$ cat src/rtl/dbg_match_pkg.sv
package dbg_match_pkg;
  typedef enum logic [1:0] {
    WP_OFF = 2'd0,
    WP_RD  = 2'd1,
    WP_WR  = 2'd2,
    WP_RW  = 2'd3
  } wp_kind_e;

  function automatic int unsigned idx_width(input int unsigned n);
    return (n > 1) ? $clog2(n) : 1;
  endfunction
endpackage

$ cat src/rtl/dbg_cfg_regs.sv
module dbg_cfg_regs
  import dbg_match_pkg::*;
#(
  parameter int unsigned NBP   = 4,
  parameter int unsigned NWP   = 4,
  parameter int unsigned AW    = 32,
  parameter int unsigned IDX_W = 2
) (
  input  logic                      clk_i,
  input  logic                      rst_ni,
  input  logic                      we_i,
  input  logic                      wp_sel_i,
  input  logic [IDX_W-1:0]          idx_i,
  input  logic [AW-1:0]             data_i,
  input  logic [1:0]                kind_i,
  output logic [NBP-1:0][AW-1:0]    bp_q_o,
  output logic [NWP-1:0][AW-1:0]    wp_addr_q_o,
  output wp_kind_e [NWP-1:0]        wp_kind_q_o
);
  for (genvar i = 0; i < NBP; i++) begin : g_bp
    logic sel;
    assign sel = we_i && !wp_sel_i && (idx_i == IDX_W'(i));
    always_ff @(posedge clk_i or negedge rst_ni) begin
      if (!rst_ni)  bp_q_o[i] <= '0;
      else if (sel) bp_q_o[i] <= data_i;
    end
  end

  for (genvar j = 0; j < NWP; j++) begin : g_wp
    logic sel;
    assign sel = we_i && wp_sel_i && (idx_i == IDX_W'(j));
    always_ff @(posedge clk_i or negedge rst_ni) begin
      if (!rst_ni) begin
        wp_addr_q_o[j] <= '0;
        wp_kind_q_o[j] <= WP_OFF;
      end else if (sel) begin
        wp_addr_q_o[j] <= data_i;
        wp_kind_q_o[j] <= wp_kind_e'(kind_i);
      end
    end
  end
endmodule

$ cat src/rtl/dbg_bp_match.sv
module dbg_bp_match #(
  parameter int unsigned NBP = 4,
  parameter int unsigned AW  = 32
) (
  input  logic [NBP-1:0][AW-1:0] bp_q_i,
  input  logic                   valid_i,
  input  logic [AW-1:0]          pc_i,
  output logic [NBP-1:0]         hit_o
);
  for (genvar i = 0; i < NBP; i++) begin : g_cmp
    // bit 0 is the enable, the rest is the instruction address
    assign hit_o[i] = valid_i && bp_q_i[i][0] && (bp_q_i[i][AW-1:1] == pc_i[AW-1:1]);
  end
endmodule

$ cat src/rtl/dbg_wp_match.sv
module dbg_wp_match
  import dbg_match_pkg::*;
#(
  parameter int unsigned NWP = 4,
  parameter int unsigned AW  = 32
) (
  input  logic [NWP-1:0][AW-1:0] addr_q_i,
  input  wp_kind_e [NWP-1:0]     kind_q_i,
  input  logic                   valid_i,
  input  logic                   write_i,
  input  logic [AW-1:0]          addr_i,
  output logic [NWP-1:0]         hit_o
);
  for (genvar j = 0; j < NWP; j++) begin : g_cmp
    logic dir_ok;
    always_comb begin
      unique case (kind_q_i[j])
        WP_RD:   dir_ok = !write_i;
        WP_WR:   dir_ok = write_i;
        WP_RW:   dir_ok = 1'b1;
        default: dir_ok = 1'b0;
      endcase
    end
    assign hit_o[j] = valid_i && dir_ok && (addr_q_i[j] == addr_i);
  end
endmodule

$ cat src/rtl/dbg_match_unit.sv
module dbg_match_unit
  import dbg_match_pkg::*;
#(
  parameter int unsigned NBP   = 4,
  parameter int unsigned NWP   = 4,
  parameter int unsigned AW    = 32,
  localparam int unsigned NMAX  = (NBP > NWP) ? NBP : NWP,
  localparam int unsigned IDX_W = idx_width(NMAX)
) (
  input  logic             clk_i,
  input  logic             rst_ni,
  input  logic             cfg_we_i,
  input  logic             cfg_wp_i,
  input  logic [IDX_W-1:0] cfg_idx_i,
  input  logic [AW-1:0]    cfg_data_i,
  input  logic [1:0]       cfg_kind_i,
  input  logic             fetch_valid_i,
  input  logic [AW-1:0]    fetch_pc_i,
  input  logic             dacc_valid_i,
  input  logic             dacc_write_i,
  input  logic [AW-1:0]    dacc_addr_i,
  input  logic             in_debug_i,
  output logic             brk_exc_o,
  output logic             wpt_exc_o,
  output logic             dacc_block_o
);
  logic [NBP-1:0][AW-1:0] bp_q;
  logic [NWP-1:0][AW-1:0] wp_addr_q;
  wp_kind_e [NWP-1:0]     wp_kind_q;
  logic [NBP-1:0]         bp_hit;
  logic [NWP-1:0]         wp_hit;
  logic                   brk_any, wp_any;

  dbg_cfg_regs #(.NBP(NBP), .NWP(NWP), .AW(AW), .IDX_W(IDX_W)) cfg_i (
    .clk_i       (clk_i),
    .rst_ni      (rst_ni),
    .we_i        (cfg_we_i),
    .wp_sel_i    (cfg_wp_i),
    .idx_i       (cfg_idx_i),
    .data_i      (cfg_data_i),
    .kind_i      (cfg_kind_i),
    .bp_q_o      (bp_q),
    .wp_addr_q_o (wp_addr_q),
    .wp_kind_q_o (wp_kind_q)
  );

  dbg_bp_match #(.NBP(NBP), .AW(AW)) bpm_i (
    .bp_q_i  (bp_q),
    .valid_i (fetch_valid_i),
    .pc_i    (fetch_pc_i),
    .hit_o   (bp_hit)
  );

  dbg_wp_match #(.NWP(NWP), .AW(AW)) wpm_i (
    .addr_q_i (wp_addr_q),
    .kind_q_i (wp_kind_q),
    .valid_i  (dacc_valid_i),
    .write_i  (dacc_write_i),
    .addr_i   (dacc_addr_i),
    .hit_o    (wp_hit)
  );

  assign brk_any = (|bp_hit) && !in_debug_i;
  assign wp_any  = (|wp_hit) && !in_debug_i;

  // breakpoint wins the request; the access is killed regardless
  assign brk_exc_o    = brk_any;
  assign wpt_exc_o    = wp_any && !brk_any;
  assign dacc_block_o = wp_any;
endmodule

$ cat config.mk
export PLATFORM = sky130hd
export DESIGN_NAME = dbg_match_unit
export DESIGN_NICKNAME = d
export VERILOG_FILES = /design/src/rtl/dbg_match_pkg.sv /design/src/rtl/dbg_cfg_regs.sv /design/src/rtl/dbg_bp_match.sv /design/src/rtl/dbg_wp_match.sv /design/src/rtl/dbg_match_unit.sv
export SDC_FILE = /design/constraint.sdc
export NUM_CORES = 1
export LEC_CHECK = 0
export CORE_ASPECT_RATIO = 1.1
export CORE_MARGIN = 4
export CORE_UTILIZATION = 48
export DETAILED_ROUTE_END_ITERATION = 10
export PLACE_DENSITY = 0.66
export RECOVER_POWER = 50
export SLEW_MARGIN = 20
export SYNTH_ARGS = -nofsm -noshare
export SYNTH_HDL_FRONTEND = slang
export SYNTH_SLANG_ARGS = --single-unit
$ cat constraint.sdc
create_clock -name clk_i -period 3.2 [get_ports clk_i]
set_input_delay 0.8 -clock clk_i [delete_from_list [all_inputs] [get_ports clk_i]]
set_output_delay 0.8 -clock clk_i [all_outputs]
set_load 0.02 [all_outputs]
==> impl_metrics.py <==
metrics = {
    "sta": {
        "setup_tns_ns": -0.08394,
        "min_period_ns": 3.282,
        "finalMaxSlewViolations": 50,
        "hold_violations": 0,
        "clock_skew_ns": 0,
        "setup_violations": 2,
        "worstMarginPinSlew_ns": 2.513,
        "layout_setup_ws_ns": -0.08196,
        "max_freq_mhz": 304.7,
        "timing.hold.ws_ns": 0.4945,
        "min_period_over_period": 1.026,
        "rsz0062_at_grt": "yes",
        "relSlewSlack": -0.6751,
    },
    "synth": {
        "synth_area_leader_cell": "dfrtp_1",
        "yosys.area_share.adder": 0,
        "post_synth_most_frequent_cells": "dfrtp_1, mux2_2, xor2_1",
        "synth_nets": 1038,
        "seq_area_frac_synth": 0.5212,
        "synth_top_family_by_area": "multiplexers",
        "synth_top_area_frac": 0.5212,
        "synth_edf_count": 0,
        "synth_area_um2": 12670,
        "syn_avg_cell_area_um2": 13.63,
        "synth_xor_area_frac": 0.1734,
        "synth_compound_area_frac": 0.0003949,
        "yosys-mux-area-fraction": 0.2377,
        "yosysMostFrequentCell": "dfrtp_1",
        "async_flop_share": 1.000,
        "synthSimpleGateAreaFrac": 0.05439,
        "synth_ff_type": "dfrtp_1",
        "ys_warn_count": 0,
        "netlist_instances": 930,
        "synth.ff_latch_count": 264,
        "synthTopCellsByArea": "dfrtp_1, mux2_2, xor2_1, mux2_1, xnor2_1",
        "synth_cell_types": 24,
    },
    "layout": {
        "final_util": 0.6431,
        "drive_gt1_frac": 0.4346,
        "fin_nets": 1242,
        "final_area_um2": 16760,
        "instances_no_fill": 1508,
        "area_growth_pct": 32.26,
    },
    "cts": {
        "cts_hold_buf": 0,
        "root_buffer": "clkbuf_16",
        "clk_pin_slew_ns": 0.06,
        "cts_max_level": 1,
        "cts_sinks": 264,
        "numCtsBuffers": 29,
        "clk_latency_ns": 0.54,
        "cts_tree": "built",
        "clk_path_buf_depth": 3,
    },
    "route": {
        "drc": 0,
        "drt-initial-drc-count": 344,
        "first_pass_iters": 7,
        "vias": 8126,
        "finalWirelength_um": 34600,
        "avgRoutedWirePerCell_um": 22.95,
        "vias_per_cell": 5.389,
        "drtAntennaViolNets": 0,
    },
    "setup_path": {
        "crit_required_ns": 2.40,
        "worst_path_max_delay_cell": "nor4_1",
        "path_class": "primary input to primary output",
        "worst_setup_path_start_kind": "primary input",
        "crit_chain": "clkdlybuf4s15_2 > xnor2_1 > nand4_1 > nor4_1 > buf_4 > nand4_1 > and4_4 > and3b_1 > buf_6",
        "reg2reg_depth": 2,
        "arrival_ns": 2.48,
        "critPathCaptureType": "primary output",
        "cp_max_fo": 4,
        "slowest_delay_ns": 0.32,
        "crit_path_frequent_cell": "nand4_1",
    },
    "pwr": {
        "leakagePower_nw": 7.071,
        "pwr_density_cell_nw_per_um2": 616.6,
        "ir_drop_v": 0.0003955,
        "power.total_mw": 10.34,
    },
    "die": {
        "io_pins": 111,
        "rows": 62,
        "initial_core_util": 0.4863,
        "die_area_um2": 29070,
        "die_width_um": 162.9,
        "core_um2": 26070,
        "die_h_um": 178.4,
    },
    "placement": {
        "io_buffers": 109,
        "hpwl_um": 24790,
        "placedCellCount": 1454,
        "placed_area_um2": 14960,
        "place.gp.congestion": 0.8703,
        "place_ws_ns": -1.219,
    },
    "run": {
        "cap_violations": 1,
    },
    "hold_path": {
        "min_path_type": "flip-flop to flip-flop",
        "hold_depth": 1,
    },
    "run_status": {
        "violations": "max-capacitance violations, max-slew violations, negative setup slack",
        "status": "complete, but fails checks",
    },
    "global_routing": {
        "grt_max_degree": 82,
        "grt_overflow": 0,
        "antenna_found_initial": 1,
        "grt_pass1_wl_um": 52800,
        "grt_pass1_vias": 8748,
        "grtUsageTotal": 0.2411,
    },
}
-- where the power goes --
part           internal, mW  switching, mW
logic                  1.39           1.11
registers              4.08          0.565
clock network          1.86           1.33
-- flip-flops by register name (all words and copies together), names as in the netlist --
| name | cells |
|---|---|
| cfg_i.bp_q_o | 128 |
| cfg_i.wp_addr_q_o | 128 |
| cfg_i.wp_kind_q_o | 8 |
-- cells by family after synthesis --
kind of cell	after synthesis
buffers and inverters	37
AOI/OAI and AO/OA	1
and+or+nand+nor	109
muxes	268
xor gates and xnor gates	251
DFF	264
-- cell usage in the layout (no fill, tap or decap), drive strengths merged --
cell type      count
dfrtp            264
dlygate4sd2        7
nor2b              1
nand3             11
and4               2
xnor2            115
nor3               6
mux2i              4
nand2b             2
inv                1
clkdlybuf4s25      1
and3b              1
clkdlybuf4s15      9
clkbuf            56
nand4b             3
diode              1
mux2             264
nor4              42
o21ai              1
xor2             136
nand2              2
clkinv             8
nand4             34
nor3b              2
nor2               2
buf              141
clkdlybuf4s50     39
or4                1
-- worst max-delay path: cells and delay by family --
kind,cells,cell delay (ns)
and+or+nand+nor,5,0.97
xor gates and xnor gates,1,0.18
buffers and inverters,3,0.53
-- what timing repair did --
item                                    CTS  global route
pin swaps                                67            56
buffers inserted                          3             2
gates resized for setup                 338           101
endpoints found under the setup margin    3             3
-- path summary, 6_finish.rpt --
kind	start	end	slack, ns
min in group asynchronous	rst_ni	cfg_i.wp_addr_q_o[51]$_DFFE_PN0P_	1.23
max in group asynchronous	rst_ni	cfg_i.bp_q_o[58]$_DFFE_PN0P_	0.30
worst min register to register	cfg_i.bp_q_o[64]$_DFFE_PN0P_	cfg_i.bp_q_o[64]$_DFFE_PN0P_	0.49
worst min-delay path	cfg_i.bp_q_o[64]$_DFFE_PN0P_	cfg_i.bp_q_o[64]$_DFFE_PN0P_	0.49
worst max register to register	cfg_i.wp_addr_q_o[19]$_DFFE_PN0P_	cfg_i.wp_addr_q_o[19]$_DFFE_PN0P_	2.32
worst max-delay path	fetch_pc_i[29]	wpt_exc_o	-0.08
-- area by class of cell --
type                       count  area, um^2
antenna                        1       2.502
clock buffer                  44       872.1
clock inverter                 8       40.04
fill                        2031        9301
inverter                       1       3.754
multi-input combinational    629        6958
sequential                   264        6606
tap                          352       440.4
timing repair buffer         209        1841
-- metal layers --
metal | wire length, um | global-route usage
met5 | 13 | 0
met2 | 17810 | 0.4258
met3 | 1308 | 0.02866
met4 | 873 | 0.05767
met1 | 14590 | 0.3194
No activity file was read; power rests on OpenSTA's default activity.
